### config.mk
export PLATFORM = sky130hd
export DESIGN_NAME = wdg_two_stage
export DESIGN_NICKNAME = d
export VERILOG_FILES = /design/src/rtl/wdg_pkg.sv /design/src/rtl/wdg_tick_gen.sv /design/src/rtl/wdg_countdown.sv /design/src/rtl/wdg_escalate.sv /design/src/rtl/wdg_two_stage.sv
export SDC_FILE = /design/constraint.sdc
export NUM_CORES = 1
export LEC_CHECK = 0
export BUFFER_PORTS_ARGS = -buffer_cell sky130_fd_sc_hd__buf_2
export CAP_MARGIN = 25
export CORE_MARGIN = 5
export CORE_UTILIZATION = 53
export DETAILED_ROUTE_END_ITERATION = 16
export PLACE_DENSITY = 0.83
export SYNTH_ARGS = -nofsm -noshare
export SYNTH_HDL_FRONTEND = slang
export SYNTH_SLANG_ARGS = --single-unit
### constraint.sdc
create_clock -name clk_i -period 2.1 [get_ports clk_i]
set_input_delay 0.105 -clock clk_i [delete_from_list [all_inputs] [get_ports clk_i]]
set_output_delay 0.105 -clock clk_i [all_outputs]
set_load 0.005 [all_outputs]
### src/rtl/wdg_pkg.sv
`timescale 1ns/1ps
package wdg_pkg;
   localparam int unsigned WDG_ADDR_W = 5;
   localparam int unsigned WDG_REG_W  = 16;

   // register offsets
   localparam logic [WDG_ADDR_W-1:0] OFS_RELOAD = 5'h00;
   localparam logic [WDG_ADDR_W-1:0] OFS_STAT1  = 5'h04;
   localparam logic [WDG_ADDR_W-1:0] OFS_STAT2  = 5'h06;
   localparam logic [WDG_ADDR_W-1:0] OFS_CTRL   = 5'h08;
   localparam logic [WDG_ADDR_W-1:0] OFS_CFG    = 5'h0C;
   localparam logic [WDG_ADDR_W-1:0] OFS_INIT   = 5'h12;

   // bit positions
   localparam int unsigned BIT_TMO      = 3;
   localparam int unsigned BIT_SECOND   = 1;
   localparam int unsigned BIT_BOOT     = 2;
   localparam int unsigned BIT_HALT     = 11;
   localparam int unsigned BIT_NOREBOOT = 1;

   typedef struct packed {
      logic reload;
      logic stat1;
      logic stat2;
      logic ctrl;
      logic cfg;
      logic init;
   } wdg_wsel_t;
endpackage

### src/rtl/wdg_tick_gen.sv
`timescale 1ns/1ps
module wdg_tick_gen #(
   parameter int unsigned TICK_DIV = 4
) (
   input  logic clk_i,
   input  logic rst_ni,
   input  logic halt_i,
   output logic tick_o
);
   localparam int unsigned PW = (TICK_DIV > 1) ? $clog2(TICK_DIV) : 1;

   generate
      if (TICK_DIV == 1) begin : g_direct
         assign tick_o = !halt_i;
      end else begin : g_div
         localparam logic [PW-1:0] LAST = PW'(TICK_DIV - 1);
         logic [PW-1:0] pre_q;

         always_ff @(posedge clk_i) begin
            if (!rst_ni)             pre_q <= '0;
            else if (halt_i)         pre_q <= '0;
            else if (pre_q == LAST)  pre_q <= '0;
            else                     pre_q <= pre_q + 1'b1;
         end

         assign tick_o = !halt_i && (pre_q == LAST);

         AST_PRE_CLEARED: assert property (@(posedge clk_i) disable iff (!rst_ni)
            halt_i |=> (pre_q == '0));
      end
   endgenerate
endmodule

### src/rtl/wdg_countdown.sv
`timescale 1ns/1ps
module wdg_countdown #(
   parameter int unsigned        CNT_W        = 10,
   parameter logic [CNT_W-1:0]   INIT_DEFAULT = 10'h032
) (
   input  logic             clk_i,
   input  logic             rst_ni,
   input  logic             tick_i,
   input  logic             halt_i,
   input  logic             reload_i,
   input  logic [CNT_W-1:0] init_i,
   output logic [CNT_W-1:0] cnt_o,
   output logic             expire_o
);
   logic [CNT_W-1:0] cnt_q;

   assign expire_o = tick_i && !reload_i && (cnt_q == '0);
   assign cnt_o    = cnt_q;

   always_ff @(posedge clk_i) begin
      if (!rst_ni)            cnt_q <= INIT_DEFAULT;
      else if (reload_i)      cnt_q <= init_i;
      else if (tick_i) begin
         if (cnt_q == '0)     cnt_q <= init_i;
         else                 cnt_q <= cnt_q - 1'b1;
      end
   end

   AST_HALT_FREEZE: assert property (@(posedge clk_i) disable iff (!rst_ni)
      halt_i && !reload_i |=> $stable(cnt_q));
   AST_DEC_STEP: assert property (@(posedge clk_i) disable iff (!rst_ni)
      tick_i && !reload_i && (cnt_q != '0) |=> (cnt_q == $past(cnt_q) - 1'b1));
   AST_WRAP_RELOAD: assert property (@(posedge clk_i) disable iff (!rst_ni)
      expire_o |=> (cnt_q == $past(init_i)));
endmodule

### src/rtl/wdg_escalate.sv
`timescale 1ns/1ps
module wdg_escalate (
   input  logic clk_i,
   input  logic rst_ni,
   input  logic expire_i,
   input  logic noreboot_i,
   input  logic clr_tmo_i,
   input  logic clr_second_i,
   input  logic clr_boot_i,
   output logic tmo_o,
   output logic second_o,
   output logic boot_o,
   output logic evt_o,
   output logic rst_req_o
);
   logic tmo_q, second_q, boot_q, evt_q, req_q;
   logic stage2;

   assign stage2 = expire_i && tmo_q;

   always_ff @(posedge clk_i) begin
      if (!rst_ni) begin
         tmo_q    <= 1'b0;
         second_q <= 1'b0;
         boot_q   <= 1'b0;
         evt_q    <= 1'b0;
         req_q    <= 1'b0;
      end else begin
         if (expire_i)                  tmo_q <= 1'b1;
         else if (clr_tmo_i)            tmo_q <= 1'b0;

         if (stage2)                    second_q <= 1'b1;
         else if (clr_second_i)         second_q <= 1'b0;

         if (stage2 && second_q)        boot_q <= 1'b1;
         else if (clr_boot_i)           boot_q <= 1'b0;

         evt_q <= expire_i && !tmo_q;

         if (stage2 && !noreboot_i)     req_q <= 1'b1;
      end
   end

   assign tmo_o     = tmo_q;
   assign second_o  = second_q;
   assign boot_o    = boot_q;
   assign evt_o     = evt_q;
   assign rst_req_o = req_q;

   AST_EVT_ONE_CLOCK: assert property (@(posedge clk_i) disable iff (!rst_ni)
      evt_q |=> !evt_q);
   AST_EVT_WITH_FLAG: assert property (@(posedge clk_i) disable iff (!rst_ni)
      evt_q |-> tmo_q);
   AST_SECOND_AFTER_FIRST: assert property (@(posedge clk_i) disable iff (!rst_ni)
      $rose(second_q) |-> $past(tmo_q));
   AST_REQ_STICKY: assert property (@(posedge clk_i) disable iff (!rst_ni)
      req_q |=> req_q);
   AST_NOREBOOT_GATE: assert property (@(posedge clk_i) disable iff (!rst_ni)
      noreboot_i && !req_q |=> !req_q);
   AST_BOOT_NEEDS_SECOND: assert property (@(posedge clk_i) disable iff (!rst_ni)
      $rose(boot_q) |-> $past(second_q));
endmodule

### src/rtl/wdg_two_stage.sv
`timescale 1ns/1ps
module wdg_two_stage
   import wdg_pkg::*;
#(
   parameter int unsigned      TICK_DIV     = 150_000_000,
   parameter int unsigned      ADDR_W       = WDG_ADDR_W,
   parameter int unsigned      REG_W        = WDG_REG_W,
   parameter int unsigned      CNT_W        = 10,
   parameter int unsigned      MIN_INIT     = 4,
   parameter logic [CNT_W-1:0] INIT_DEFAULT = 10'h032
) (
   input  logic              clk_i,
   input  logic              rst_ni,
   input  logic              reg_we_i,
   input  logic [ADDR_W-1:0] reg_addr_i,
   input  logic [REG_W-1:0]  reg_wdata_i,
   output logic [REG_W-1:0]  reg_rdata_o,
   output logic              expire_evt_o,
   output logic              reset_req_o
);
   localparam int unsigned UPPER_W = REG_W - CNT_W;
   localparam logic [REG_W-1:0] CTRL_RST = REG_W'(1) << BIT_HALT;
   localparam logic [REG_W-1:0] INIT_RST = {{UPPER_W{1'b0}}, INIT_DEFAULT};

   generate
      if (TICK_DIV < 2)            begin : g_chk_div   $error("TICK_DIV must be at least 2"); end
      if (CNT_W >= REG_W)          begin : g_chk_cnt   $error("CNT_W must be narrower than REG_W"); end
      if (BIT_HALT >= REG_W)       begin : g_chk_halt  $error("halt bit outside register"); end
      if (ADDR_W < WDG_ADDR_W)     begin : g_chk_addr  $error("ADDR_W too small for register map"); end
      if (32'(INIT_DEFAULT) < MIN_INIT) begin : g_chk_init $error("INIT_DEFAULT is illegal"); end
   endgenerate

   wdg_wsel_t        wsel;
   logic [REG_W-1:0] ctrl_q, init_q;
   logic             noreboot_q;
   logic             halt, tick, expire, init_legal;
   logic [CNT_W-1:0] cnt;
   logic             tmo, second, boot;

   // write decode
   always_comb begin
      wsel        = '0;
      wsel.reload = reg_we_i && (reg_addr_i == ADDR_W'(OFS_RELOAD));
      wsel.stat1  = reg_we_i && (reg_addr_i == ADDR_W'(OFS_STAT1));
      wsel.stat2  = reg_we_i && (reg_addr_i == ADDR_W'(OFS_STAT2));
      wsel.ctrl   = reg_we_i && (reg_addr_i == ADDR_W'(OFS_CTRL));
      wsel.cfg    = reg_we_i && (reg_addr_i == ADDR_W'(OFS_CFG));
      wsel.init   = reg_we_i && (reg_addr_i == ADDR_W'(OFS_INIT));
   end

   assign init_legal = 32'(reg_wdata_i[CNT_W-1:0]) >= MIN_INIT;

   always_ff @(posedge clk_i) begin
      if (!rst_ni) begin
         ctrl_q     <= CTRL_RST;
         init_q     <= INIT_RST;
         noreboot_q <= 1'b1;
      end else begin
         if (wsel.ctrl)                ctrl_q     <= reg_wdata_i;
         if (wsel.init && init_legal)  init_q     <= reg_wdata_i;
         if (wsel.cfg)                 noreboot_q <= reg_wdata_i[BIT_NOREBOOT];
      end
   end

   assign halt = ctrl_q[BIT_HALT];

   wdg_tick_gen #(.TICK_DIV(TICK_DIV)) u_tick (
      .clk_i  (clk_i),
      .rst_ni (rst_ni),
      .halt_i (halt),
      .tick_o (tick)
   );

   wdg_countdown #(.CNT_W(CNT_W), .INIT_DEFAULT(INIT_DEFAULT)) u_count (
      .clk_i    (clk_i),
      .rst_ni   (rst_ni),
      .tick_i   (tick),
      .halt_i   (halt),
      .reload_i (wsel.reload),
      .init_i   (init_q[CNT_W-1:0]),
      .cnt_o    (cnt),
      .expire_o (expire)
   );

   wdg_escalate u_esc (
      .clk_i        (clk_i),
      .rst_ni       (rst_ni),
      .expire_i     (expire),
      .noreboot_i   (noreboot_q),
      .clr_tmo_i    (wsel.stat1 && reg_wdata_i[BIT_TMO]),
      .clr_second_i (wsel.stat2 && reg_wdata_i[BIT_SECOND]),
      .clr_boot_i   (wsel.stat2 && reg_wdata_i[BIT_BOOT]),
      .tmo_o        (tmo),
      .second_o     (second),
      .boot_o       (boot),
      .evt_o        (expire_evt_o),
      .rst_req_o    (reset_req_o)
   );

   // read mux
   always_comb begin
      reg_rdata_o = '0;
      unique case (reg_addr_i)
         ADDR_W'(OFS_RELOAD): reg_rdata_o[CNT_W-1:0]    = cnt;
         ADDR_W'(OFS_STAT1):  reg_rdata_o[BIT_TMO]      = tmo;
         ADDR_W'(OFS_STAT2): begin
                              reg_rdata_o[BIT_SECOND]   = second;
                              reg_rdata_o[BIT_BOOT]     = boot;
         end
         ADDR_W'(OFS_CTRL):   reg_rdata_o               = ctrl_q;
         ADDR_W'(OFS_CFG):    reg_rdata_o[BIT_NOREBOOT] = noreboot_q;
         ADDR_W'(OFS_INIT):   reg_rdata_o               = init_q;
         default:             reg_rdata_o               = '0;
      endcase
   end

   AST_ILLEGAL_INIT_KEPT: assert property (@(posedge clk_i) disable iff (!rst_ni)
      wsel.init && !init_legal |=> $stable(init_q));
   AST_RELOAD_FORCES: assert property (@(posedge clk_i) disable iff (!rst_ni)
      wsel.reload |=> (cnt == $past(init_q[CNT_W-1:0])));
endmodule

==> metrics.txt, run 1 <==
post-synth top area cell=dfxtp_1; worst path required time=approximately 2.4 ns; WL/cell=16.6 um; initial antenna violation count=0; ys async rst share=0%; main flop type after synthesis=dfxtp_1; slowest cell on the critical path=or4b_4; count leader, synth=dfxtp_1; vias in the first global route=3524; RSZ-0062 raised after global routing=false; diode count=0; Pwr Total=0.00279 W; Ys Warns=0; IO buf count=41; worst setup path start=u_count.cnt_o[5]; Starting Density=55.0%; Routed Antenna Nets=0; worst hold slack=-0.00158 ns; clock buffer depth=2; failing checks=negative hold slack; proportion of netlist area held by the largest area contributor=40.3%; Worst-Skew Late Latency=0.37 ns; Least-Margin Pin Slew=between 1 and 1.5 ns; nets=552; final cell count without fillers=626; reg-to-reg startpoint=u_count.cnt_o[5]; Syn Std Cell Area=between 3000 and 4000 um^2; vias per inst=around 6; EDFF count, synth=0; grt ovf=0; dpl cells=599; Pleak=1.76 nW; syn_nets=476; H-tree lvl count=3; first-pass GRT wire length=between 15000 and 20000 um; Post-Syn Instances=approximately 450; HP Class=input port to flop; Root Buffer=clkbuf_8; Core Box Area=6870 um^2; critical path endpoint category=flop; Final Max Tran Viols=0; total negative slack=0 ns; Period Utilization, post-route=97.3%; fraction of layout cells with a size suffix above 1=21.7%; most frequent cells after synthesis=dfxtp_1 (76), nand2_1 (60), nor2_1 (51); Max VDD drop=around 0.39 mV; Worst path top cell family by delay=simple AND/OR/NAND/NOR gates; CP max FO=9; critical path class=flop to flop; Max-Cap Viols=0; worst-path cell chain=or4_4 -> or4b_4 -> nand2_8 -> o21ai_1 -> a32o_1; main area contributors after synthesis=dfxtp_1 (40%), nand2_1 (6.0%), nor2_1 (5.1%), xor2_1 (4.9%), mux2i_1 (4.5%); largest net degree at the start of global routing=23; via count=~3.8k; GPL Wtd Cong=~0.95; final WL=10400 um; status=complete, but fails checks; Final min period=2.04 ns; crit-path max cell delay=0.58 ns; area delta synth->final=22.6%; Iter 0 DRT Violations=about 460; number of synthesized register bits=76; CTS tree=built; fill count=554; final hold vios=1; Hold Startpoint=reg_wdata_i[5]; I/O pins=42; clock slew at reported path FFs=0.09 ns; DRT Pass-1 Iters=7; CTS sink cnt=76; Unique masters post-synth=53; Clock Skew=0.0112 ns; PwrDens=601 nW/um^2; drt drc=0; Buf/Inv on CP=0; CP Launch Type=flop; f_max=0.489 GHz; die width=94.4 um; CP arrival=~2.3 ns; average size of a mapped cell=8.42 um^2; CTS Buf Count=9; sequential area share after synthesis=roughly two fifths; final core occ=67.5%; site row count=30; Slew headroom=between 30% and 40%; die area=8920 um^2; die span in y=94.4 um; Total Routing Usage GR=23.5%; Detail Placement HPWL=7080 um; Finish-stage setup viols=0
-- routing by layer --
metal	vias up	wire length (um)	share of wire (%)	track usage, %
li1	1780	-	-	-
met1	1801	4350	42	29.6
met4	0	290	2.8	10.3
met2	141	5040	49	38.0
met3	28	687	6.6	6.06
met5	-	0	0	0
-- kinds of logic after synthesis --
group                    synth area share [%]
AO/OA/AOI/OAI                            13.9
XOR/XNOR                                 5.56
adder cells (fa/ha/maj)                 0.993
buffers and inverters                    4.57
flip-flops                               40.3
multiplexers                             4.80
AND/OR/NAND/NOR                          29.9
-- through the flow --
stage          area [um^2]  worst slack, ns
6_report              4630           0.0570
3_5_place_dp          4300          -0.0492
4_1_cts               4580          0.00170
3_3_place_gp          4300          -0.0291
2_1_floorplan         3780           0.0518
5_1_grt               4630          0.00260
-- state kept, by name, summed over array words and instances, names as in the netlist --
register and cells:
ctrl_q 16, init_q 16, noreboot_q 1, u_count.cnt_o 10, u_esc.boot_o 1, u_esc.evt_o 1
u_esc.rst_req_o 1, u_esc.second_o 1, u_esc.tmo_o 1, u_tick.g_div.pre_q 28
-- path summary, 6_finish.rpt --
| kind | to | cells after the start | slack [ns] |
|---|---|---|---|
| worst max-delay path | u_count.cnt_o[3] | 5 | 0.06 |
| worst min register to register | ctrl_q[14] | 2 | 0.46 |
| worst max register to register | u_count.cnt_o[3] | 5 | 0.06 |
| worst min-delay path | ctrl_q[5] | 3 | -0.002 |
-- final cells by class --
class / instances / area [um^2] / area share, %
Clock inverter: 7 / 82.6 / 1.78
Sequential cell: 76 / 1520 / 32.9
Tap cell: 96 / 120 / 2.59
Multi-Input combinational cell: 332 / 2110 / 45.6
Inverter: 14 / 52.6 / 1.13
Clock buffer: 9 / 124 / 2.67
Timing Repair Buffer: 92 / 621 / 13.4
-- worst min-delay path, cell delays in order --
cell	delay (ns)
buf_2	0.11
nand2_1	0.05
a21oi_1	0.05
-- cell usage in the layout (no fill, tap or decap), types with 4 or more instances in the layout --
master,synthesis,final
dfxtp_1,76,75
a222oi_1,8,8
a21oi_1,22,22
o21ai_1,9,8
nand4b_1,5,5
xor2_1,21,21
and4_1,6,6
and3_1,6,6
nor3_1,8,8
a22o_1,9,9
or3_1,6,6
a31oi_1,4,4
and2_1,6,6
buf_2,6,41
or4_1,6,5
a32oi_1,4,4
nand3_1,20,20
clkbuf_8,0,9
nand2_1,60,60
o21ai_0,4,4
nor4_1,6,5
inv_1,13,13
dlygate4sd3_1,0,8
nand4_1,13,13
mux2i_1,17,17
nor2_1,51,51
buf_4,1,42
-- what timing repair did --
action / 4_1_cts / 5_1_grt
hold buffers: 7 / 1
resized for setup: 2 / 5
buffers inserted: 0 / 3
pin swaps: 0 / 1
hold endpoints to repair: 8 / 1
endpoints found under the setup margin: 7 / 12
-- report_power, final --
| part | internal, W | total, W | leakage (nW) | switching, W |
|---|---|---|---|---|
| combinational | 0.0000570 | 0.000136 | 1.05 | 0.0000791 |
| sequential | 0.00145 | 0.00145 | 0.613 | 0.00000507 |
| clock | 0.000570 | 0.00120 | 0.0988 | 0.000629 |
Note: power is estimated with default switching activity, not from simulation.
==> inputs of run 2 (changes only) <==
--- a/config.mk
+++ b/config.mk
@@ -11,6 +11,7 @@
 export CORE_UTILIZATION = 53
 export DETAILED_ROUTE_END_ITERATION = 16
 export PLACE_DENSITY = 0.83
+export REMOVE_ABC_BUFFERS = 1
 export SYNTH_ARGS = -nofsm -noshare
 export SYNTH_HDL_FRONTEND = slang
 export SYNTH_SLANG_ARGS = --single-unit
==> run 2 against run 1 <==
Net effect: the run ends with negative setup slack left; die area unchanged; combinational power about the same; register-to-register slack worse by 0.06 ns; final cell count is 0.48% lower; critical path type unchanged; highest routed layer unchanged.
==> metrics.txt, run 2 (synthesis gave the netlist of run 1 again) <==
largest net degree at the start of global routing=43; most common cell after layout, fill and taps aside=dfxtp_1; Core Box Area=6870 um^2; total negative slack=-0.00235 ns; GPL Wtd Cong=~0.94; die span in y=94.4 um; Clock Skew=0.0148 ns; Worst path top cell family by delay=simple AND/OR/NAND/NOR gates; Sw Pwr=0.000650 W; Crit path depth=9; Worst-Skew Late Latency=0.37 ns; sw frac=23.0%; grt ovf=0; R2R Setup Slk=-0.002 ns; f_max=0.476 GHz; Finish-stage setup viols=1; critical path class=flop to flop; Slew headroom=60.3%; Buf/Inv on CP=3; worst path required time=2.33 ns; failing checks=negative setup slack; clock share of power=43.7%; PwrDens=between 600 and 700 nW/um^2; CP max FO=5; DRT Pass-1 Iters=5; post-placement cell area=4270 um^2; Max-Cap Viols=0; CP Launch Type=flop; initial antenna violation count=0; Setup WS post-layout=-0.00235 ns; clock buffer depth=2; worst setup path start=u_count.cnt_o[0]; cell mode on critical path=buf_4; slowest cell on the critical path=or4b_2; Max VDD drop=0.456 mV; worst-path cell chain=inv_1 -> ha_1 -> nor3b_1 -> buf_4 -> nor4b_4 -> buf_4 -> or4b_2 -> o21ai_1 -> a32oi_1; crit-path max cell delay=0.62 ns; Reg with most FFs=u_tick.g_div.pre_q; I/O pins=42; first-pass GRT wire length=16600 um; Starting Density=a little under three fifths; Period Utilization, post-route=100%; CTS Buf Count=9; CP endpoint=u_count.cnt_o[4]; max reg flops=28; RSZ-0062 raised after global routing=true; CTS sink cnt=76; clock slew at reported path FFs=approximately 0.090 ns; post-route cell area=approximately 4600 um^2; H-tree lvl count=3; diode count=0; IO buf count=41; most frequent cells in the layout=dfxtp_1 (74), nand2_1 (60), nor2_1 (50); Final min period=2.10 ns; die width=94.4 um; final core occ=67.3%; drt drc=0; Routed Antenna Nets=0; RR Endpoint=u_count.cnt_o[4]; Reg2Reg Depth=9; Least-Margin Pin Slew=0.594 ns; site row count=30; final hold vios=0; nets=549; status=complete, but fails checks; Comb pwr share=4.8%; CP arrival=about 2.3 ns; die area=approximately 8900 um^2; Seq pwr share=about 51%; vias per inst=5.99; critical path endpoint category=flop; Pleak=1.74 nW; via count=approximately 3.7k; Final Max Tran Viols=0; fraction of layout cells with a size suffix above 1=21.4%; CTS tree=built; HP Class=input port to flop; Iter 0 DRT Violations=380; cell internal pwr=0.00217 W; final WL=10400 um; Total Routing Usage GR=23.5%; fill count=533; reg-to-reg startpoint=u_count.cnt_o[0]; area delta synth->final=22.4%; vias in the first global route=3542; Detail Placement HPWL=6890 um; Largest regs=u_tick.g_div.pre_q: 28 flops, ctrl_q: 16 flops, init_q: 16 flops; WL/cell=16.7 um; Root Buffer=clkbuf_8
==> run 2: cell types whose count changed in the layout (fill, tap and decap cells not counted), sizes merged <==
cell	previous run	this run
clkbuf	9	10
inv	18	14
dlygate4sd3	8	10
clkinv	0	2
buf	84	79
bufinv	1	2
==> run 2: timing repair <==
| action | CTS | global route |
|---|---|---|
| endpoints found under the hold margin | 16 | 0 |
| gates resized for setup | 2 | 8 |
| endpoints found under the setup margin | 8 | 23 |
| hold buffers | 10 | 0 |
| pin swaps | 0 | 2 |
| buffers inserted | 0 | 2 |
==> run 2: cell type report <==
cell class | count | area (um^2) | share of cell area [%]
Clock inverter | 6 | 88.8 | 1.92
Timing Repair Buffer | 89 | 603 | 13.0
Inverter | 14 | 52.6 | 1.14
Clock buffer | 10 | 128 | 2.76
Sequential cell | 76 | 1520 | 32.9
Tap cell | 96 | 120 | 2.60
Multi-Input combinational cell | 332 | 2110 | 45.6
==> run 2: worst min-delay path by stage <==
stage,from,to,slack (ns),cells past startpoint
finish,reg_wdata_i[1],ctrl_q[1],0.007,3
global route,reg_wdata_i[8],ctrl_q[8],0.01,3
CTS,reg_wdata_i[1],ctrl_q[1],0.002,3
detailed placement,reg_wdata_i[11],ctrl_q[11],0.35,3
global placement,reg_wdata_i[11],ctrl_q[11],0.33,3
floorplan,rst_ni,init_q[1],0.17,1
==> run 2: metal layers <==
| metal | track usage [%] | wire [um] | vias to the layer above |
|---|---|---|---|
| met4 | 10.6 | 227 | 0 |
| met2 | 38.6 | 5080 | 184 |
| li1 | - | - | 1773 |
| met3 | 4.38 | 795 | 22 |
| met5 | 0 | 0 | - |
| met1 | 29.9 | 4320 | 1751 |
==> run 2: stage by stage <==
stage | std cells | hold slack, ns | total power [W] | setup slack [ns]
after floorplan | 422 | 0.167 | 0.00153 | -0.0675
after global placement | 595 | 0.335 | 0.00160 | 0.0258
after detailed placement | 595 | 0.352 | 0.00160 | -0.0569
after CTS | 621 | 0.00178 | 0.00284 | 0.0120
after global routing | 623 | 0.0112 | 0.00291 | -0.0728
final | 623 | 0.00667 | 0.00282 | -0.00235
==> run 2: power groups by stage <==
stage / Combinational [W] / Clock [W] / Sequential [W]
final: 0.000136 / 0.00123 / 0.00145
after global routing: 0.000146 / 0.00131 / 0.00145
after CTS: 0.000133 / 0.00125 / 0.00145
after detailed placement: 0.000118 / 0 / 0.00149
after global placement: 0.000115 / 0 / 0.00149
after floorplan: 0.0000471 / 0 / 0.00149
==> run 2: worst min-delay path: cells and delay by family <==
family | cells | cell delay (ns)
compound gates | 1 | 0.05
buf+inv | 1 | 0.13
simple gates | 1 | 0.06
==> inputs of run 3 (changes only) <==
--- a/config.mk
+++ b/config.mk
@@ -15,3 +15,4 @@
 export SYNTH_ARGS = -nofsm -noshare
 export SYNTH_HDL_FRONTEND = slang
 export SYNTH_SLANG_ARGS = --single-unit
+export TNS_END_PERCENT = 5
==> run 3 against run 2 <==
Net effect: the flow still finishes with violations (negative setup slack); highest routed layer unchanged; clock skew shrank 0.0012 ns; utilization is the same; global-route usage did not move; first-iteration DRC count grew 1.8%; fmax decreased by 0.12%; critical path type unchanged; hold slack better by 0.0045 ns; non-clock buffer count unchanged; final cell count unchanged; clock power is essentially flat.
==> metrics.txt, run 3 (synthesis gave the netlist of run 1 again) <==
status=complete, but fails checks; failing checks=negative setup slack; CP arrival=2.34 ns; final hold vios=0; most frequent cells in the layout=dfxtp_1 (74), nand2_1 (60), nor2_1 (50); HP Class=input port to flop; Starting Density=55.0%; DRT Pass-1 Iters=5; final core occ=67.3%; CP max FO=5; Final min period=2.10 ns; CTS Buf Count=9; CTS tree=built; total negative slack=-0.00485 ns; largest net degree at the start of global routing=43; critical path endpoint category=flop; vias in the first global route=roughly 3.5k; RSZ-0062 raised after global routing=true; f_max=0.475 GHz; Largest regs=u_tick.g_div.pre_q: 28 flops, ctrl_q: 16 flops, init_q: 16 flops; dpl cells=around 600; die width=94.4 um; Clock Skew=between 0.01 and 0.015 ns; nets=between 500 and 600; critical path class=flop to flop; Root Buffer=clkbuf_8; CTS sink cnt=76; clock slew at reported path FFs=0.09 ns; via count=about 3.7k; worst setup path start=u_count.cnt_o[0]; Least-Margin Pin Slew=0.594 ns; Finish-stage setup viols=1; Reg2Reg Depth=9; diode count=0; fraction of layout cells with a size suffix above 1=between 20% and 30%; Slew headroom=60.3%; Hold Startpoint=reg_wdata_i[1]; WL/cell=16.7 um; Pwr Total=0.00282 W; Iter 0 DRT Violations=387; CP Launch Type=flop; Setup WS post-layout=-0.00485 ns; Reg with most FFs=u_tick.g_div.pre_q; R2R Setup Slk=-0.005 ns; Max-Cap Viols=0; GPL Wtd Cong=0.936; first-pass GRT wire length=16600 um; H-tree lvl count=3; clock buffer depth=2; grt ovf=0; Worst-Skew Late Latency=0.37 ns; reg-to-reg startpoint=u_count.cnt_o[0]; Detail Placement HPWL=6890 um; PwrDens=609 nW/um^2; area delta synth->final=22.4%; site row count=30; Period Utilization, post-route=100%; worst path required time=2.33 ns; Final Max Tran Viols=0; die area=8920 um^2; IO buf count=41; Max VDD drop=between 0.4 and 0.5 mV; Core Box Area=6870 um^2; I/O pins=42; max reg flops=28; final cell count without fillers=just over 600; Routed Antenna Nets=0; Pleak=around 1.7 nW; vias per inst=5.98; most common cell after layout, fill and taps aside=dfxtp_1; drt drc=0; worst hold path depth=3; Total Routing Usage GR=23.5%; die span in y=94.4 um; initial antenna violation count=0; final WL=10400 um
==> run 3: cell counts in the layout (fill, tap and decap cells not counted) <==
Identical to the previous run, type by type.
==> run 3: final timing paths <==
| kind | to |
|---|---|
| setup / recovery | u_count.cnt_o[4] |
| hold / removal | ctrl_q[1] |
| setup reg to reg | u_count.cnt_o[4] |
| hold reg to reg | ctrl_q[1] |
==> run 3: metal layers <==
metal / vias up / routed length, um / GRT usage [%]
met2: 180 / 5070 / 38.6
li1: 1772 / - / -
met4: 0 / 231 / 10.6
met3: 21 / 768 / 4.38
met1: 1750 / 4350 / 29.9
met5: - / 0 / 0
==> run 3: worst max-delay path, stage by stage, from the launching register on <==
cell     delay [ns]
dfxtp_2        0.33
inv_1          0.05
ha_1           0.18
nor3b_1        0.15
buf_4          0.14
nor4b_4        0.12
buf_4          0.18
or4b_2         0.62
o21ai_1        0.09
a32oi_1        0.10
==> run 3: stage by stage <==
stage | instance area (um^2) | hold slack [ns] | setup slack, ns
2_1_floorplan | 3660 | 0.167 | -0.0675
3_3_place_gp | 4270 | 0.335 | 0.0258
3_5_place_dp | 4270 | 0.352 | -0.0569
4_1_cts | 4590 | 0.00178 | 0.0120
5_1_grt | 4630 | 0.0112 | -0.0728
6_report | 4630 | 0.0111 | -0.00485
==> run 3: final cells by class <==
type                    instances  area, um^2
clock buffers                  10         128
clock inverters                 6        88.8
fillers                       533        2240
inverters                      14        52.6
multi-input cells             332        2110
flip-flops and latches         76        1520
well taps                      96         120
repair buffers                 89         603
==> run 3: what timing repair did <==
item                       4_1_cts  5_1_grt
setup buffers                    0        2
hold buffers                    10        0
gates resized for setup          2        8
setup endpoints to repair        8       23
pin swaps                        0        1
hold endpoints to repair        16        0
==> run 3: where the power goes <==
part	switching, W	leakage (nW)	internal [W]
Combinational	0.0000804	1.02	0.0000565
Sequential	0.00000487	0.613	0.00145
Clock	0.000561	0.102	0.000669
Total	0.000647	1.74	0.00217
